--- src/rtl/trap_entry_pkg.sv ---
// Package: shared widths, field positions and the entry-mode type for the
// trap entry state save unit. Assumes a 13-bit processor-state word and a
// 12-bit hyper-state word with the bit positions listed here.
package trap_entry_pkg;

    // Entry mode selected by the core for this trap
    typedef enum logic [1:0] {
        MODE_PRIV  = 2'b00,
        MODE_HYPER = 2'b01,
        MODE_RED   = 2'b10,
        MODE_RED2  = 2'b11
    } entry_mode_e;

    // Window movement class derived from the trap type
    typedef enum logic [1:0] {
        WIN_KEEP  = 2'd0,
        WIN_CLEAN = 2'd1,
        WIN_SPILL = 2'd2,
        WIN_FILL  = 2'd3
    } win_move_e;

    localparam int PSTATE_W = 13;
    localparam int HPSTATE_W = 12;
    localparam int CCR_W = 8;
    localparam int ASI_W = 8;
    localparam int CWP_W = 5;
    localparam int ADDR_W = 64;
    localparam int TT_W = 9;
    localparam int TSTATE_W = 64;

    // Processor-state bit positions
    localparam int PS_IE = 1;
    localparam int PS_PRIV = 2;
    localparam int PS_AM = 3;
    localparam int PS_PEF = 4;
    localparam int PS_TLE = 8;
    localparam int PS_CLE = 9;

    // Hyper-state bit positions
    localparam int HS_TLZ = 0;
    localparam int HS_HPRIV = 2;
    localparam int HS_RED = 5;
    localparam int HS_IBE = 10;

    // Trap-state word field offsets (decoded by the trap-return logic)
    localparam int TS_CWP_LO = 0;
    localparam int TS_PS_LO = 8;
    localparam int TS_ASI_LO = 24;
    localparam int TS_CCR_LO = 32;
    localparam int TS_GL_LO = 40;

    // Trap types that move the window
    localparam logic [TT_W-1:0] TT_CLEAN = 9'h024;

endpackage

--- src/rtl/tstate_packer.sv ---
// Module: tstate_packer
// Packs global level, condition codes, ASI, processor state and window
// pointer into the fixed trap-state layout. Purely combinational.
// Assumes GL_W is at most 3 so the global level fits bits 42:40.
module tstate_packer
    import trap_entry_pkg::*;
#(
    parameter int GL_W = 3
) (
    input  logic [GL_W-1:0]     gl,
    input  logic [CCR_W-1:0]    ccr,
    input  logic [ASI_W-1:0]    asi,
    input  logic [PSTATE_W-1:0] pstate,
    input  logic [CWP_W-1:0]    cwp,
    output logic [TSTATE_W-1:0] word
);

    // Place each field at its offset, all unused bits zero
    always_comb begin
        word = '0;
        word[TS_CWP_LO +: CWP_W]   = cwp;
        word[TS_PS_LO  +: PSTATE_W] = pstate;
        word[TS_ASI_LO +: ASI_W]   = asi;
        word[TS_CCR_LO +: CCR_W]   = ccr;
        word[TS_GL_LO  +: GL_W]    = gl;
    end

endmodule

--- src/rtl/gl_saturator.sv ---
// Module: gl_saturator
// Computes the next global level: current plus one, capped at MAX_GL for
// hyperprivileged or reset-state entry and at MAX_PGL for privileged entry.
// Assumes MAX_PGL <= MAX_GL < 2**GL_W.
module gl_saturator
    import trap_entry_pkg::*;
#(
    parameter int GL_W = 3,
    parameter int MAX_GL = 3,
    parameter int MAX_PGL = 2
) (
    input  logic [GL_W-1:0] gl,
    input  entry_mode_e     mode,
    output logic [GL_W-1:0] gl_next
);

    localparam int SUM_W = GL_W + 1;
    localparam logic [SUM_W-1:0] CAP_H = SUM_W'(MAX_GL);
    localparam logic [SUM_W-1:0] CAP_P = SUM_W'(MAX_PGL);

    logic [SUM_W-1:0] inc;
    logic [SUM_W-1:0] cap;

    // Pick the cap for the target mode and saturate the increment
    always_comb begin
        inc = {1'b0, gl} + SUM_W'(1);
        cap = (mode == MODE_PRIV) ? CAP_P : CAP_H;
        gl_next = (inc > cap) ? cap[GL_W-1:0] : inc[GL_W-1:0];
    end

endmodule

--- src/rtl/cwp_mover.sv ---
// Module: cwp_mover
// Classifies the trap type and moves the window pointer: clean-window trap
// +1, spill range +spare+2, fill range -1, others unchanged; result modulo
// NWIN. Assumes the incoming pointer may exceed NWIN and reduces it first.
module cwp_mover
    import trap_entry_pkg::*;
#(
    parameter int NWIN = 8
) (
    input  logic [TT_W-1:0]  tt,
    input  logic [CWP_W-1:0] cwp,
    input  logic [CWP_W-1:0] cansave,
    output win_move_e        move,
    output logic [CWP_W-1:0] cwp_next
);

    localparam int SUM_W = CWP_W + 2;
    localparam logic [SUM_W-1:0] NW = SUM_W'(NWIN);

    logic [SUM_W-1:0] base;
    logic [SUM_W-1:0] raw;

    // Decode the trap-type range into a movement class
    always_comb begin
        if (tt == TT_CLEAN)
            move = WIN_CLEAN;
        else if (!tt[8] && tt[7:6] == 2'b10)
            move = WIN_SPILL;
        else if (!tt[8] && tt[7:6] == 2'b11)
            move = WIN_FILL;
        else
            move = WIN_KEEP;
    end

    // Form the unreduced pointer for the selected movement and wrap it
    always_comb begin
        base = {2'b00, cwp} % NW;
        unique case (move)
            WIN_CLEAN: raw = base + SUM_W'(1);
            WIN_SPILL: raw = base + {2'b00, cansave} + SUM_W'(2);
            WIN_FILL:  raw = base + NW - SUM_W'(1);
            default:   raw = {2'b00, cwp};
        endcase
        if (move == WIN_KEEP)
            cwp_next = cwp;
        else
            cwp_next = CWP_W'(raw % NW);
    end

endmodule

--- src/rtl/state_rewriter.sv ---
// Module: state_rewriter
// Rewrites the processor-state and hyper-state words for the selected
// entry mode. Purely combinational; the old words are not modified here.
module state_rewriter
    import trap_entry_pkg::*;
(
    input  entry_mode_e          mode,
    input  logic [PSTATE_W-1:0]  pstate,
    input  logic [HPSTATE_W-1:0] hpstate,
    output logic [PSTATE_W-1:0]  pstate_next,
    output logic [HPSTATE_W-1:0] hpstate_next
);

    // Processor-state rewrite per target mode
    always_comb begin
        pstate_next = pstate;
        unique case (mode)
            MODE_PRIV: begin
                pstate_next[PS_PEF]  = 1'b1;
                pstate_next[PS_AM]   = 1'b0;
                pstate_next[PS_IE]   = 1'b0;
                pstate_next[PS_PRIV] = 1'b1;
                pstate_next[PS_CLE]  = pstate[PS_TLE];
            end
            MODE_HYPER: begin
                pstate_next[PS_PEF] = 1'b1;
                pstate_next[PS_AM]  = 1'b0;
                pstate_next[PS_IE]  = 1'b0;
                pstate_next[PS_CLE] = 1'b0;
            end
            default: begin
                pstate_next          = '0;
                pstate_next[PS_PRIV] = pstate[PS_PRIV];
                pstate_next[PS_PEF]  = 1'b1;
            end
        endcase
    end

    // Hyper-state rewrite per target mode
    always_comb begin
        hpstate_next = hpstate;
        unique case (mode)
            MODE_PRIV: hpstate_next = hpstate;
            MODE_HYPER: begin
                hpstate_next[HS_RED]   = 1'b0;
                hpstate_next[HS_HPRIV] = 1'b1;
                hpstate_next[HS_IBE]   = 1'b0;
            end
            default: begin
                hpstate_next[HS_RED]   = 1'b1;
                hpstate_next[HS_HPRIV] = 1'b1;
                hpstate_next[HS_IBE]   = 1'b0;
                hpstate_next[HS_TLZ]   = 1'b0;
            end
        endcase
    end

endmodule

--- src/rtl/trap_entry_saver.sv ---
// Module: trap_entry_saver (top)
// Computes every trap-entry register update from the current state and
// commits all of them in one clock on the trap_take strobe. Outputs hold
// between strobes. Assumes trap_take is a single-cycle pulse.
module trap_entry_saver
    import trap_entry_pkg::*;
#(
    parameter int TL_W = 3,
    parameter int GL_W = 3,
    parameter int MAX_GL = 3,
    parameter int MAX_PGL = 2,
    parameter int NWIN = 8
) (
    input  logic                 clk,
    input  logic                 rst_n,
    input  logic                 trap_take,
    input  logic [1:0]           entry_mode,
    input  logic [TT_W-1:0]      trap_type,
    input  logic [TL_W-1:0]      cur_tl,
    input  logic [GL_W-1:0]      cur_gl,
    input  logic [CCR_W-1:0]     cur_ccr,
    input  logic [ASI_W-1:0]     cur_asi,
    input  logic [PSTATE_W-1:0]  cur_pstate,
    input  logic [HPSTATE_W-1:0] cur_hpstate,
    input  logic [CWP_W-1:0]     cur_cwp,
    input  logic [CWP_W-1:0]     cur_cansave,
    input  logic [ADDR_W-1:0]    cur_pc,
    input  logic [ADDR_W-1:0]    cur_npc,
    output logic                 save_done,
    output logic [TSTATE_W-1:0]  tstate_word,
    output logic [ADDR_W-1:0]    saved_pc,
    output logic [ADDR_W-1:0]    saved_npc,
    output logic [HPSTATE_W-1:0] saved_hpstate,
    output logic [TT_W-1:0]      saved_tt,
    output logic [TL_W-1:0]      next_tl,
    output logic [GL_W-1:0]      next_gl,
    output logic [PSTATE_W-1:0]  next_pstate,
    output logic [HPSTATE_W-1:0] next_hpstate,
    output logic [CWP_W-1:0]     next_cwp
);

    localparam int HALF_W = ADDR_W / 2;

    entry_mode_e          mode;
    win_move_e            win_move;
    logic [TSTATE_W-1:0]  ts_d;
    logic [GL_W-1:0]      gl_d;
    logic [CWP_W-1:0]     cwp_d;
    logic [PSTATE_W-1:0]  ps_d;
    logic [HPSTATE_W-1:0] hs_d;
    logic [ADDR_W-1:0]    pc_mask;
    logic [ADDR_W-1:0]    pc_d;
    logic [ADDR_W-1:0]    npc_d;

    assign mode = entry_mode_e'(entry_mode);

    tstate_packer #(.GL_W(GL_W)) u_pack (
        .gl     (cur_gl),
        .ccr    (cur_ccr),
        .asi    (cur_asi),
        .pstate (cur_pstate),
        .cwp    (cur_cwp),
        .word   (ts_d)
    );

    gl_saturator #(.GL_W(GL_W), .MAX_GL(MAX_GL), .MAX_PGL(MAX_PGL)) u_gl (
        .gl      (cur_gl),
        .mode    (mode),
        .gl_next (gl_d)
    );

    cwp_mover #(.NWIN(NWIN)) u_cwp (
        .tt       (trap_type),
        .cwp      (cur_cwp),
        .cansave  (cur_cansave),
        .move     (win_move),
        .cwp_next (cwp_d)
    );

    state_rewriter u_rw (
        .mode         (mode),
        .pstate       (cur_pstate),
        .hpstate      (cur_hpstate),
        .pstate_next  (ps_d),
        .hpstate_next (hs_d)
    );

    // Narrow the saved PC pair to 32 bits when the address mask is on
    always_comb begin
        pc_mask = cur_pstate[PS_AM] ? {{HALF_W{1'b0}}, {HALF_W{1'b1}}} : '1;
        pc_d    = cur_pc & pc_mask;
        npc_d   = cur_npc & pc_mask;
    end

    // Commit every update on the strobe; hold otherwise
    always_ff @(posedge clk) begin
        if (!rst_n) begin
            save_done     <= 1'b0;
            tstate_word   <= '0;
            saved_pc      <= '0;
            saved_npc     <= '0;
            saved_hpstate <= '0;
            saved_tt      <= '0;
            next_tl       <= '0;
            next_gl       <= '0;
            next_pstate   <= '0;
            next_hpstate  <= '0;
            next_cwp      <= '0;
        end else begin
            save_done <= trap_take;
            if (trap_take) begin
                tstate_word   <= ts_d;
                saved_pc      <= pc_d;
                saved_npc     <= npc_d;
                saved_hpstate <= cur_hpstate;
                saved_tt      <= trap_type;
                next_tl       <= cur_tl + TL_W'(1);
                next_gl       <= gl_d;
                next_pstate   <= ps_d;
                next_hpstate  <= hs_d;
                next_cwp      <= cwp_d;
            end
        end
    end

    // The movement class is only needed inside the window unit
    logic unused_move;
    assign unused_move = ^win_move;

endmodule

--- config.mk ---
export PLATFORM = sky130hd
export DESIGN_NAME = trap_entry_saver
export DESIGN_NICKNAME = d
export VERILOG_FILES = /design/src/rtl/trap_entry_pkg.sv /design/src/rtl/tstate_packer.sv /design/src/rtl/gl_saturator.sv /design/src/rtl/cwp_mover.sv /design/src/rtl/state_rewriter.sv /design/src/rtl/trap_entry_saver.sv
export SDC_FILE = /design/constraint.sdc
export NUM_CORES = 1
export LEC_CHECK = 0
export ABC_AREA = 1
export BUFFER_PORTS_ARGS = -buffer_cell sky130_fd_sc_hd__buf_2
export CORE_AREA = 3 3 174 176
export DETAILED_ROUTE_END_ITERATION = 7
export DIE_AREA = 0 0 177 179
export REMOVE_ABC_BUFFERS = 1
export SYNTH_ARGS = -nofsm -noshare
export SYNTH_HDL_FRONTEND = slang
export SYNTH_SLANG_ARGS = --single-unit
--- constraint.sdc ---
create_clock -name clk -period 1.9 [get_ports clk]
set_input_delay 0.19 -clock clk [delete_from_list [all_inputs] [get_ports clk]]
set_output_delay 0.19 -clock clk [all_outputs]
set_load 0.01 [all_outputs]
# Yosys cells after proc, flatten, opt, wreduce, memory -nomap -nowiden
# Index checks and enable logic that the tools add are counted.
# totals
wordCells,51
input_bits,199
out_inout_bits,250
ff_bits,221
# classes
n_mux,17
addsub,7
order_cmp,1
eq_ne,7
bitwise_logic,2
n_reduce_logical,6
# op_table
operator,n
$and 64x64->64,2
$mux 64,1
$add 3x1->3 const B,3
$eq 9x6->1 const B,1
$pmux 3 s3,1
$eq 2x2->1 const B,4
$mux 1,7
$mux 2,3
$mux 3,2
$mux 5,1
$add 3x1->4 const B,1
$eq 2x1->1 const B,2
$gt 4x4->1,1
$logic_not 2->1,2
$mux 4,1
$add 3x2->3 const B,1
$add 3x3->3,1
$sub 3x1->3 const B,1
$logic_and 1x1->1,2
$pmux 1 s2,1
$reduce_or 2->1,1
$logic_not 1->1,1

# Longest topological paths before layout
# logic_depth
word_depth,8
ltp_mapped,14
ltp_nobuf,14

# By module
# A second synthesis with hierarchy kept.
# hier_totals
hier_cells,1291
hier_area_um2,10015.9
# modules_own_cells
mod,instances,seq_area_each_um2,area_each_um2,cells_per_inst
trap_entry_saver,1,5004.8,8799.7,1096
tstate_packer,1,0.0,484.2,65
cwp_mover,1,0.0,387.9,66
state_rewriter,1,0.0,229.0,43
gl_saturator,1,0.0,115.1,21

# Least setup slack after synthesis
# Ideal clock, no wire load.
# synth_path
kind,input to register
startpoint,input port cur_cwp[1]
endpoint,register next_cwp[2]
path_buffers,0
required_time_ns,1.781
stages,14
setup_slack_ns,0.529
t_arrival_ns,1.252
setup_time_ns,0.119
path_cell_list,inv_1 -> ha_1 -> inv_1 -> ha_1 -> inv_1 -> nand2_1 -> nand2_1 -> inv_1 -> nand2_1 -> nand2_1 -> nand2_1 -> nand2_1 -> o21ai_0 -> nand2_1
# synth_between
elab_chain_len,4
elab_cells_between_ends,7
classes_between,5 x add/sub; 2 x mux
# synth_rtl
element,line,rtl
from (decl),trap_entry_saver.sv:25,"input logic [CWP_W-1:0] cur_cwp,"
$add 3x1->3 / $add 3x3->3 (equally long branches),"cwp_mover.sv:41, cwp_mover.sv:40",
$sub 3x1->3 / $add 3x2->3 (equally long branches),"cwp_mover.sv:41, cwp_mover.sv:40",
$pmux 3 s3 (*),cwp_mover.sv:38,unique case (move)
$mux 5 (*),cwp_mover.sv:44,if (move == WIN_KEEP)
to (signal assigned),trap_entry_saver.sv:121,next_cwp <= cwp_d;
to (decl),trap_entry_saver.sv:39,output logic [CWP_W-1:0] next_cwp
# Mark *: on every way between the ends. The rest lies on a longest branch, timed or not.
# A chain may end at the register's enable or synchronous reset.

# Worst setup path after layout
# layout_path
startpoint,input port entry_mode[1]
endpoint,register next_gl[0]
# layout_between
elab_chain_len,4
# layout_rtl
element,line,rtl
from (decl),trap_entry_saver.sv:17,"input logic [1:0] entry_mode,"
$logic_not 2->1 (*),gl_saturator.sv:27,cap = (mode == MODE_PRIV) ? CAP_P : CAP_H;
$mux 1 (*),gl_saturator.sv:27,
$gt 4x4->1,gl_saturator.sv:28,gl_next = (inc > cap) ? cap[GL_W-1:0] : inc[GL_W-1:0];
$mux 3 (*),gl_saturator.sv:28,
to (signal assigned),trap_entry_saver.sv:118,next_gl <= gl_d;
to (decl),trap_entry_saver.sv:36,"output logic [GL_W-1:0] next_gl,"
# Marked as above.

==> results.sh <==
export IMPL_status="finished clean"
export IMPL_rows=62
export IMPL_detail_route_antenna_nets=0
export IMPL_hold_ws_ns=0.0503
export IMPL_final_cell_mix="417 x buf_2, 213 x dfxtp_1, 187 x dlygate4sd3_1, 106 x nand2_1, 97 x a22o_1"
export IMPL_fp_coreArea_um2=28800
export IMPL_numCtsBuffers=25
export IMPL_max_clock_freq_mhz=601
export IMPL_clock_latency_ns=0.51
export IMPL_ir_worst_vdd_mv=0.743
export IMPL_gp_congestion=0.754
export IMPL_final_cell_area_um2=12300
export IMPL_grt_pass1_vias=7448
export IMPL_drive_above_1_share=0.371
export IMPL_grt_max_degree=93
export IMPL_fill_cells=2666
export IMPL_ios=449
export IMPL_worst_clock_skew_ns=0
export IMPL_rsz0062_at_grt="false"
export IMPL_vias_per_cell=4.50
export IMPL_worstPathRequired_ns=2.29
export IMPL_setup_slack_ns=0.237
export IMPL_vias=7523
export IMPL_yosysUniqueCellTypes=26
export IMPL_wl_per_cell_um=16.9
export IMPL_p_per_area_nw_per_um2=896
export IMPL_whs_path_depth=3
export IMPL_syn_area_um2=7290
export IMPL_area_delta_synth_final_pct=69.2
export IMPL_holdCritStartpoint="trap_take"
export IMPL_cts_tree="done"
export IMPL_antenna_found_initial=2
export IMPL_cts_root_buffer="clkbuf_16"
export IMPL_syn_inst=684
export IMPL_min_period_ns=1.66
export IMPL_total_power_mw=11.1
export IMPL_ys_ff_latch=213
export IMPL_cp_end_kind="register"
export IMPL_drv_cap=0
export IMPL_cts_num_sinks=213
export IMPL_hold_path_class="in -> reg"
export IMPL_die_area_um2=31700
export IMPL_port_buffers=417
export IMPL_cp_start_kind="input pin"
export IMPL_dp_slack_ns=0.267
export IMPL_die_h_um=179
export IMPL_yosysSeqAreaShare=0.585
export IMPL_p_leak_nw=6.02
export IMPL_grt_pass1_wl_um=41800
export IMPL_drt_iter0_markers=297
export IMPL_final_nets=1474
export IMPL_finalCritPeriodShare=0.875
export IMPL_drc=0
export IMPL_dieWidth_um=177
export IMPL_seqCellArea_um2=4260
export IMPL_final_common_cell="buf_2"
export IMPL_worst_ep_arrival_time_ns=2.05
export IMPL_ctsResizeCount=0
export IMPL_slew_viol_final=0
export IMPL_first_pass_iters=4
export IMPL_reg2reg_depth=1
export IMPL_syn_area_per_cell_um2=10.7
export IMPL_path_max_fanout=4
export IMPL_dpl_cell_area_um2=9630
export IMPL_start_util=0.253
export IMPL_worstReg2RegStart="saved_npc[32]$_SDFFE_PN0P_"
export IMPL_wl_um=28300
export IMPL_final_util=0.429
export IMPL_multi_input_area_um2=2510
export IMPL_timing_hold_violations_final=0
export IMPL_grt_overflow_total=0
export IMPL_grt_usage=0.164
export IMPL_synth_warnings=0
export IMPL_criticalPathCategory="in -> reg"
export IMPL_path_clk_slew_ns=0.06
export IMPL_cts_buffer_depth=3
export IMPL_crit_start="entry_mode[1]"
export IMPL_setup_viol=0
export IMPL_htreeDepth=1
export IMPL_dp_hpwl_um=18700
critical path, stage by stage:
cell and delay [ns]:
dlygate4sd3_1 0.54, buf_2 0.14, nor2_1 0.22, inv_1 0.11, ha_1 0.28, or3_1 0.37, a21oi_1 0.14, o21ai_1 0.08
synth_stat cells:
library cell | count | share of area
inv_1 | 25 | 0.013
o21ai_1 | 1 | 0.00069
buf_1 | 1 | 0.00051
buf_4 | 39 | 0.040
ha_1 | 8 | 0.014
or2_2 | 1 | 0.00086
dfxtp_1 | 213 | 0.59
and2_0 | 1 | 0.00086
a32o_1 | 64 | 0.088
a31oi_1 | 1 | 0.00086
a21oi_1 | 17 | 0.012
inv_2 | 3 | 0.0015
nand4_1 | 2 | 0.0017
o31ai_1 | 1 | 0.0010
xnor2_1 | 2 | 0.0024
a22o_1 | 97 | 0.12
nor2_1 | 7 | 0.0036
nor2_2 | 1 | 0.00086
clkbuf_1 | 16 | 0.0082
nand2_1 | 106 | 0.055
or3_1 | 1 | 0.00086
o21ai_0 | 31 | 0.021
nand3_1 | 10 | 0.0069
conb_1 | 1 | 0.00051
nand3_2 | 1 | 0.0014
buf_2 | 34 | 0.023
logic make-up (layout without fill, tap and decap cells):
kind of cell	Yosys count	count (layout)	synth area share
buffers and inverters	118	690	0.0867
XOR/XNOR	2	2	0.00240
other	1	31	0.000515
flip-flops	213	213	0.585
AND/OR/NAND/NOR	130	130	0.0716
AO/OA/AOI/OAI	212	212	0.240
adder cells (fa/ha/maj)	8	8	0.0137
layer usage:
layer / GRT usage / share of wire / vias to the layer above
met5: 0 / 0 / -
met4: 0.0504 / 0.030 / 0
met3: 0.0481 / 0.089 / 48
met2: 0.289 / 0.48 / 370
met1: 0.193 / 0.40 / 3531
li1: - / - / 3574
registers in the layout (all words and copies together) (netlist names):
| name | flops |
|---|---|
| saved_npc | 64 |
| saved_pc | 64 |
| tstate_word | 37 |
| saved_hpstate | 12 |
| next_pstate | 11 |
| saved_tt | 9 |
| next_cwp | 5 |
| next_hpstate | 4 |
| next_gl | 3 |
| next_tl | 3 |
| save_done | 1 |
path summary, 6_finish.rpt:
kind / to / slack, ns
worst min-delay path: saved_hpstate[0]$_SDFFE_PN0P_ / 0.05
worst max-delay path: next_gl[0]$_SDFFE_PN0P_ / 0.24
worst max register to register: saved_npc[32]$_SDFFE_PN0P_ / 1.22
worst min register to register: next_gl[2]$_SDFFE_PN0P_ / 0.44
report_power, final:
group / total, mW / internal (mW) / switching (mW)
clock network: 4.73 / 2.93 / 1.80
registers: 4.83 / 4.71 / 0.121
logic: 1.50 / 0.770 / 0.731
what timing repair did:
action | CTS | global route
setup buffers | 0 | 0
hold buffers | 187 | 0
hold endpoints to repair | 198 | 0
stage by stage:
| step | instances | TNS [ns] |
|---|---|---|
| 3_5_place_dp | 1437 | 0 |
| 3_3_place_gp | 1437 | 0 |
| 4_1_cts | 1668 | 0 |
| 2_1_floorplan | 622 | -457.87 |
| 5_1_grt | 1670 | 0 |
| 6_report | 1670 | 0 |
cell type report:
cell class	instances	share of cell area
Multi-Input combinational cell	381	0.203
Timing Repair Buffer	618	0.336
Sequential cell	213	0.346
Clock buffer	40	0.0634
Tap cell	384	0.0390
Antenna cell	2	0.000406
Inverter	28	0.00862
Clock inverter	4	0.00385
(Power assumes the default switching activity.)
